$ cat config.mk
export PLATFORM = sky130hd
export DESIGN_NAME = shalu_core
export DESIGN_NICKNAME = d
export VERILOG_FILES = /design/src/rtl/shalu_pkg.sv /design/src/rtl/shalu_shifter.sv /design/src/rtl/shalu_alu.sv /design/src/rtl/shalu_cond.sv /design/src/rtl/shalu_core.sv
export SDC_FILE = /design/constraint.sdc
export NUM_CORES = 2
export LEC_CHECK = 0
export BUFFER_PORTS_ARGS = -buffer_cell sky130_fd_sc_hd__buf_2
export CAP_MARGIN = 20
export CORE_MARGIN = 2
export CORE_UTILIZATION = 64
export CTS_BUF_LIST = sky130_fd_sc_hd__clkbuf_2 sky130_fd_sc_hd__clkbuf_4 sky130_fd_sc_hd__clkbuf_8
export CTS_CLUSTER_DIAMETER = 50
export DETAILED_ROUTE_END_ITERATION = 16
export HOLD_SLACK_MARGIN = 0.05
export PLACE_DENSITY_LB_ADDON = 0.08
export SLEW_MARGIN = 20
export SYNTH_ARGS = -nofsm -noshare
export SYNTH_HDL_FRONTEND = slang
export SYNTH_SLANG_ARGS = --single-unit
$ cat constraint.sdc
create_clock -name clk -period 25.7 [get_ports clk]
set_clock_uncertainty 0.2 [all_clocks]
set_input_delay 5.14 -clock clk [delete_from_list [all_inputs] [get_ports clk]]
set_output_delay 5.14 -clock clk [all_outputs]
set_load 0.1 [all_outputs]
$ cat src/rtl/shalu_pkg.sv
`timescale 1ns/1ps
package shalu_pkg;

    typedef enum logic [1:0] {
        SH_LSL = 2'd0,
        SH_LSR = 2'd1,
        SH_ASR = 2'd2,
        SH_ROR = 2'd3
    } shift_op_e;

    typedef enum logic [3:0] {
        OP_ADD = 4'd0,
        OP_SUB = 4'd1,
        OP_AND = 4'd2,
        OP_XOR = 4'd3,
        OP_ADC = 4'd4,
        OP_SBC = 4'd5,
        OP_NEG = 4'd6,
        OP_OR  = 4'd7,
        OP_MUL = 4'd8,
        OP_MOV = 4'd9,
        OP_MVN = 4'd10,
        OP_BIC = 4'd11,
        OP_ADR = 4'd12,
        OP_R13 = 4'd13,
        OP_R14 = 4'd14,
        OP_R15 = 4'd15
    } alu_op_e;

    typedef struct packed {
        logic n;
        logic z;
        logic c;
        logic v;
    } nzcv_t;

    typedef struct packed {
        nzcv_t flags;
    } shalu_state_t;

endpackage

$ cat src/rtl/shalu_shifter.sv
`timescale 1ns/1ps
module shalu_shifter #(
    parameter int WIDTH = 32,
    localparam int AW   = $clog2(WIDTH)
) (
    input  logic [WIDTH-1:0] din,
    input  logic [1:0]       sop,
    input  logic [AW-1:0]    amt,
    output logic [WIDTH-1:0] dout,
    output logic             carry
);
    import shalu_pkg::*;

    logic [WIDTH:0]     left_ext;
    logic [WIDTH:0]     right_ext;
    logic [WIDTH:0]     arith_ext;
    logic [2*WIDTH-1:0] rot_ext;

    always_comb begin
        // Left: an extra guard bit on top catches the last bit pushed out.
        left_ext  = {1'b0, din} << amt;
        // Right: a guard bit below the LSB catches the last bit pushed out.
        right_ext = {din, 1'b0} >> amt;
        arith_ext = $unsigned($signed({din, 1'b0}) >>> amt);
        rot_ext   = {din, din} >> amt;
        dout      = din;
        carry     = 1'b0;
        case (shift_op_e'(sop))
            SH_LSL: begin
                dout  = left_ext[WIDTH-1:0];
                carry = left_ext[WIDTH];
            end
            SH_LSR: begin
                dout  = right_ext[WIDTH:1];
                carry = right_ext[0];
            end
            SH_ASR: begin
                dout  = arith_ext[WIDTH:1];
                carry = arith_ext[0];
            end
            default: begin
                dout  = rot_ext[WIDTH-1:0];
                carry = right_ext[0];
            end
        endcase
    end
endmodule

$ cat src/rtl/shalu_alu.sv
`timescale 1ns/1ps
module shalu_alu #(
    parameter int WIDTH = 32
) (
    input  logic [WIDTH-1:0] a,
    input  logic [WIDTH-1:0] b,
    input  logic [3:0]       op,
    input  logic             c_in,
    input  logic             sh_carry,
    output logic [WIDTH-1:0] res,
    output logic [3:0]       nzcv
);
    import shalu_pkg::*;

    localparam int MSB = WIDTH - 1;

    logic [WIDTH-1:0] add_x;
    logic [WIDTH-1:0] add_y;
    logic             add_ci;
    logic [WIDTH:0]   sum;
    logic             use_adder;
    logic [WIDTH-1:0] prod;
    logic             c_flag;
    logic             v_flag;

    // Operand preparation for the single shared adder.
    always_comb begin
        add_x     = a;
        add_y     = b;
        add_ci    = 1'b0;
        use_adder = 1'b1;
        case (alu_op_e'(op))
            OP_ADD: begin add_y = b;  add_ci = 1'b0; end
            OP_SUB: begin add_y = ~b; add_ci = 1'b1; end
            OP_ADC: begin add_y = b;  add_ci = c_in; end
            OP_SBC: begin add_y = ~b; add_ci = c_in; end
            OP_NEG: begin add_x = '0; add_y = ~b; add_ci = 1'b1; end
            OP_ADR: begin add_y = b;  add_ci = 1'b0; use_adder = 1'b0; end
            default: use_adder = 1'b0;
        endcase
    end

    assign sum  = {1'b0, add_x} + {1'b0, add_y} + {{WIDTH{1'b0}}, add_ci};
    assign prod = a * b;

    always_comb begin
        res    = '0;
        c_flag = 1'b0;
        v_flag = 1'b0;
        case (alu_op_e'(op))
            OP_ADD, OP_SUB, OP_ADC, OP_SBC, OP_NEG: res = sum[WIDTH-1:0];
            OP_AND: res = a & b;
            OP_XOR: res = a ^ b;
            OP_OR:  res = a | b;
            OP_BIC: res = a & ~b;
            OP_MUL: res = prod;
            OP_MOV: begin res = b;  c_flag = sh_carry; end
            OP_MVN: begin res = ~b; c_flag = sh_carry; end
            OP_ADR: res = {sum[WIDTH-1:2], 2'b00};
            default: res = '0;
        endcase
        if (use_adder) begin
            c_flag = sum[WIDTH];
            v_flag = (add_x[MSB] == add_y[MSB]) && (sum[MSB] != add_x[MSB]);
        end
    end

    assign nzcv = {res[MSB], (res == '0), c_flag, v_flag};
endmodule

$ cat src/rtl/shalu_cond.sv
`timescale 1ns/1ps
module shalu_cond (
    input  logic [3:0] code,
    input  logic [3:0] nzcv,
    output logic       hit
);
    logic n, z, c, v;
    logic base;

    assign {n, z, c, v} = nzcv;

    // Even codes test a predicate, odd codes its complement (0..13).
    always_comb begin
        case (code[3:1])
            3'd0:    base = z;
            3'd1:    base = c;
            3'd2:    base = n;
            3'd3:    base = v;
            3'd4:    base = c & ~z;
            3'd5:    base = (n == v);
            3'd6:    base = ~z & (n == v);
            default: base = 1'b0;
        endcase
        if (code[3:1] == 3'd7) hit = 1'b0;
        else                   hit = base ^ code[0];
    end
endmodule

$ cat src/rtl/shalu_core.sv
`timescale 1ns/1ps
module shalu_core #(
    parameter int WIDTH = 32,
    localparam int AW   = $clog2(WIDTH)
) (
    input  logic             clk,
    input  logic             rst_n,
    input  logic [WIDTH-1:0] op_a,
    input  logic [WIDTH-1:0] op_b,
    input  logic [1:0]       shift_op,
    input  logic [AW-1:0]    shift_amt,
    input  logic [3:0]       alu_op,
    input  logic             flag_wr,
    input  logic [3:0]       cond_code,
    output logic [WIDTH-1:0] result,
    output logic [3:0]       flags_next,
    output logic [3:0]       flags_out,
    output logic             cond_true
);
    import shalu_pkg::*;

    shalu_state_t     state_d;
    shalu_state_t     state_q;
    logic [WIDTH-1:0] shifted;
    logic             sh_c;
    logic [3:0]       alu_flags;

    shalu_shifter #(.WIDTH(WIDTH)) u_shift (
        .din   (op_b),
        .sop   (shift_op),
        .amt   (shift_amt),
        .dout  (shifted),
        .carry (sh_c)
    );

    shalu_alu #(.WIDTH(WIDTH)) u_alu (
        .a        (op_a),
        .b        (shifted),
        .op       (alu_op),
        .c_in     (state_q.flags.c),
        .sh_carry (sh_c),
        .res      (result),
        .nzcv     (alu_flags)
    );

    shalu_cond u_cond (
        .code (cond_code),
        .nzcv (state_q.flags),
        .hit  (cond_true)
    );

    always_comb begin
        state_d = state_q;
        if (flag_wr) state_d.flags = nzcv_t'(alu_flags);
    end

    always_ff @(posedge clk or negedge rst_n) begin
        if (!rst_n) state_q <= '0;
        else        state_q <= state_d;
    end

    assign flags_next = alu_flags;
    assign flags_out  = state_q.flags;
endmodule

==> tab_implementation.tex <==
\begin{tabular}{lr}
\hline
Metric & Value \\
\hline
\multicolumn{2}{l}{\textbf{Min path}} \\
Number of cells traversed by the worst hold path & 2 \\
Class of the tightest hold or removal check & register to register \\
\multicolumn{2}{l}{\textbf{CTS}} \\
Post-CTS repair timing setup buffer count & 0 \\
CTS-repair resized insts & 0 \\
CTS tree & yes \\
Buffer levels on the longest clock path & 2 \\
Inserted Clock Buffers & 3 \\
H-tree levels & 1 \\
Number of clock sinks seen by CTS & 4 \\
Clock tree root buffer cell & sky130\_fd\_sc\_hd\_\_clkbuf\_8 \\
Clock transition at the register clock pins on the worst setup and hold paths after CTS & about 0.03 ns \\
Number of buffers added to fix hold violations after cts & 0 \\
Worst-Skew Late Latency & about 0.22 ns \\
\multicolumn{2}{l}{\textbf{Worst setup path}} \\
CP Launch Type & input pin \\
Crit path max-delay family & adder cells \\
R2R depth & 18 \\
Critical Setup Path Class & input pin to output pin \\
Critical path depth in cells & 34 \\
Arrival time of the worst setup path & approximately 18 ns \\
Crit. End Element & output pin \\
Slowest stage cell on the critical path & sky130\_fd\_sc\_hd\_\_nor3\_1 \\
Count of buffer and inverter cells on the critical path & 9 \\
WP data required & 20.36 ns \\
Peak per-stage delay on the critical path & 0.96 ns \\
Maximum net fanout on the critical path & 22 \\
Most prevalent standard cell on the critical path & sky130\_fd\_sc\_hd\_\_fa\_1 \\
\multicolumn{2}{l}{\textbf{Logic synthesis}} \\
Multiplexer fraction of the synthesized cell area & 0.120 \\
Flip-flop and latch count after synthesis & 4 \\
Yosys top cell by area & sky130\_fd\_sc\_hd\_\_fa\_1 \\
Synth Area in Compound Gates & 0.137 \\
Area share of the leading cell type in the synthesized netlist & 0.316 \\
Sequential fraction of the synthesis area & 0.00385 \\
Post-Synthesis Cell Area & approximately 26000 um\^{}2 \\
Most common cell in the netlist & sky130\_fd\_sc\_hd\_\_inv\_1 \\
Post-synth EDFFs & 0 \\
Count of mapped cells out of synthesis & between 3000 and 4000 \\
Fraction of registers with async set or reset after synthesis & 1.00 \\
Net count after synthesis & slightly below 4000 \\
Dominant register cell in the synthesized netlist & sky130\_fd\_sc\_hd\_\_dfrtp\_1 \\
Fraction of the mapped netlist area in adder cells & 0.413 \\
Per-instance average area after synthesis & 8.15 um\^{}2 \\
Yosys warns & 0 \\
Ranking of synthesized cells by area & sky130\_fd\_sc\_hd\_\_fa\_1 32\%, sky130\_fd\_sc\_hd\_\_ha\_1 9.7\%, sky130\_fd\_sc\_hd\_\_inv\_1 7.4\% \\
Simple-gate share of the synthesized area & 0.162 \\
Distinct cell type count of the synthesized netlist & 95 \\
Main combinational cell family by area after synthesis & adder cells \\
Most numerous cell types in the synthesized netlist & 515 x sky130\_fd\_sc\_hd\_\_inv\_1, 416 x sky130\_fd\_sc\_hd\_\_nor2\_1, 410 x sky130\_fd\_sc\_hd\_\_fa\_1 \\
Fraction of synthesized cell area in xor and xnor cells & 0.0476 \\
\multicolumn{2}{l}{\textbf{STA}} \\
Unrepaired setup endpoints after global routing & false \\
Number of slew-limit violations in the final report & 0 \\
Part of the cycle the worst path needs & 0.905 \\
Time the final worst path needs with I/O delays and setup & around 23 ns \\
Number of failing setup endpoints in the final timing report & 0 \\
Relative max-transition margin & 0.286 \\
Highest attainable clock frequency & 43.0 MHz \\
Slew at the pin closest to its max-slew limit & approximately 1.1 ns \\
Setup TNS Final & 0 ns \\
Worst path setup slack after routing & between 2 and 2.5 ns \\
Final hold violations & 0 \\
\multicolumn{2}{l}{\textbf{Global route}} \\
GR Overflow Total & 0 \\
Wire length of the first global-routing pass & approximately 160000 um \\
Maximum number of pins on one net before global-route repair & 55 \\
Vias in the first global route & around 26000 \\
Total GRT Usage & 0.513 \\
Number of antenna violations at the first check in global routing & 8 \\
\multicolumn{2}{l}{\textbf{Placement}} \\
Placement-stage worst setup slack & between 2 and 3 ns \\
Number of port buffers & around 120 \\
Post-DP HPWL & between 80000 and 90000 um \\
Final RePlAce weighted congestion & 1.05 \\
Post-placement cell count & between 3000 and 4000 \\
\multicolumn{2}{l}{\textbf{Die}} \\
Vert. Die Dim & a little over 200 um \\
Initial Utilization & 0.651 \\
I/O pin count & between 100 and 150 \\
Standard cell core area & $\sim$40000 um\^{}2 \\
Cell row count & 73 \\
Area of the die & 42200 um\^{}2 \\
Die width & a little over 200 um \\
\multicolumn{2}{l}{\textbf{Cells and area}} \\
Max FFs per register & 4 \\
Layout-stage area growth over the synthesis result & 3.68\% \\
Fraction of final layout cells sized beyond drive strength 1 & 0.108 \\
Filler-free cell count of the finished design & between 3000 and 4000 \\
Final net count & about 3900 \\
\multicolumn{2}{l}{\textbf{Route}} \\
Antenna-violating nets left & 0 \\
DR iter-0 viols & roughly 3800 \\
\# DRC & 0 \\
Total detailed-routing wirelength & 107000 um \\
Number of detailed-route iterations in the first pass & 8 \\
Routed wirelength normalized by instance count & between 20 and 30 um \\
Number of vias per cell & 6.95 \\
Overall via count from detail\_route & 25700 \\
\multicolumn{2}{l}{\textbf{Job}} \\
Max capacitance violation total & 0 \\
\multicolumn{2}{l}{\textbf{Outcome}} \\
Run status & completed \\
\hline
\end{tabular}
layout by cell type (no fill, tap or decap), types with 14 or more instances in the layout:
cell | Yosys | routed
sky130_fd_sc_hd__fa_1 | 410 | 410
sky130_fd_sc_hd__clkinv_1 | 14 | 14
sky130_fd_sc_hd__xnor2_1 | 65 | 65
sky130_fd_sc_hd__mux4_1 | 21 | 21
sky130_fd_sc_hd__nor2b_1 | 21 | 21
sky130_fd_sc_hd__and2_1 | 14 | 14
sky130_fd_sc_hd__or3_1 | 14 | 14
sky130_fd_sc_hd__nand3_1 | 24 | 24
sky130_fd_sc_hd__a21o_1 | 30 | 30
sky130_fd_sc_hd__a31oi_1 | 17 | 15
sky130_fd_sc_hd__mux2i_1 | 84 | 84
sky130_fd_sc_hd__a211oi_1 | 20 | 20
sky130_fd_sc_hd__buf_2 | 11 | 120
sky130_fd_sc_hd__o211ai_1 | 22 | 22
sky130_fd_sc_hd__o221ai_1 | 14 | 14
sky130_fd_sc_hd__buf_4 | 19 | 76
sky130_fd_sc_hd__mux4_2 | 50 | 50
sky130_fd_sc_hd__xor2_1 | 58 | 58
sky130_fd_sc_hd__inv_1 | 515 | 513
sky130_fd_sc_hd__nand2b_1 | 32 | 32
sky130_fd_sc_hd__mux2_2 | 50 | 50
sky130_fd_sc_hd__a21oi_1 | 93 | 92
sky130_fd_sc_hd__nor2_1 | 416 | 416
sky130_fd_sc_hd__a221oi_1 | 26 | 24
sky130_fd_sc_hd__o21ai_0 | 99 | 97
sky130_fd_sc_hd__nand2_1 | 369 | 369
sky130_fd_sc_hd__o21a_1 | 17 | 17
sky130_fd_sc_hd__ha_1 | 202 | 202
sky130_fd_sc_hd__nor3_1 | 36 | 33
per-layer routing:
| layer | global-route usage | vias up | part of all wire |
|---|---|---|---|
| met2 | 0.723 | 2302 | 0.41 |
| met3 | 0.195 | 624 | 0.16 |
| met1 | 0.656 | 12400 | 0.35 |
| li1 | - | 10400 | - |
| met4 | 0.338 | 8 | 0.081 |
| met5 | 0 | - | 0.00053 |
cell type report:
cell class	count	area, um^2
timing repair buffer	197	1200
antenna	5	12.5
clock buffer	3	41.3
fill	3282	13000
sequential	4	100
multi-input combinational	2441	22900
inverter	532	2000
tap	525	657
worst min-delay path: stages, from the launching register on:
cell and delay [ns]:
sky130_fd_sc_hd__dfrtp_1 0.39, sky130_fd_sc_hd__nand2b_1 0.09, sky130_fd_sc_hd__o41ai_2 0.05
final timing paths:
kind                               from       endpoint  slack [ns]
max                        shift_amt[3]  flags_next[2]        2.45
min                        flags_out[2]   flags_out[2]        0.36
max reg2reg                flags_out[1]   flags_out[2]       19.34
min reg2reg                flags_out[2]   flags_out[2]        0.36
max in group asynchronous         rst_n   flags_out[0]       20.65
min in group asynchronous         rst_n   flags_out[2]        4.52
cell families (layout without fill, tap and decap cells):
logic type,Yosys count,after routing
and+or+nand+nor,987,987
buffers and inverters,741,732
adders and majority gates,612,612
AOI/OAI and AO/OA,506,506
muxes,206,206
xor gates and xnor gates,130,130
DFF,4,4
other,0,5
stage by stage:
stage                     hold WS (ns)   util  area, um^2
after global routing             0.380  0.674       26900
after detailed placement         0.339  0.673       26800
final                            0.356  0.674       26900
after global placement           0.331  0.673       26800
after CTS                        0.349  0.674       26900
after floorplan                  0.339      -       26000
Power is left out: the tool's default activity adds up to more than one toggle a clock period on the data nets, which glitch-free logic cannot reach.
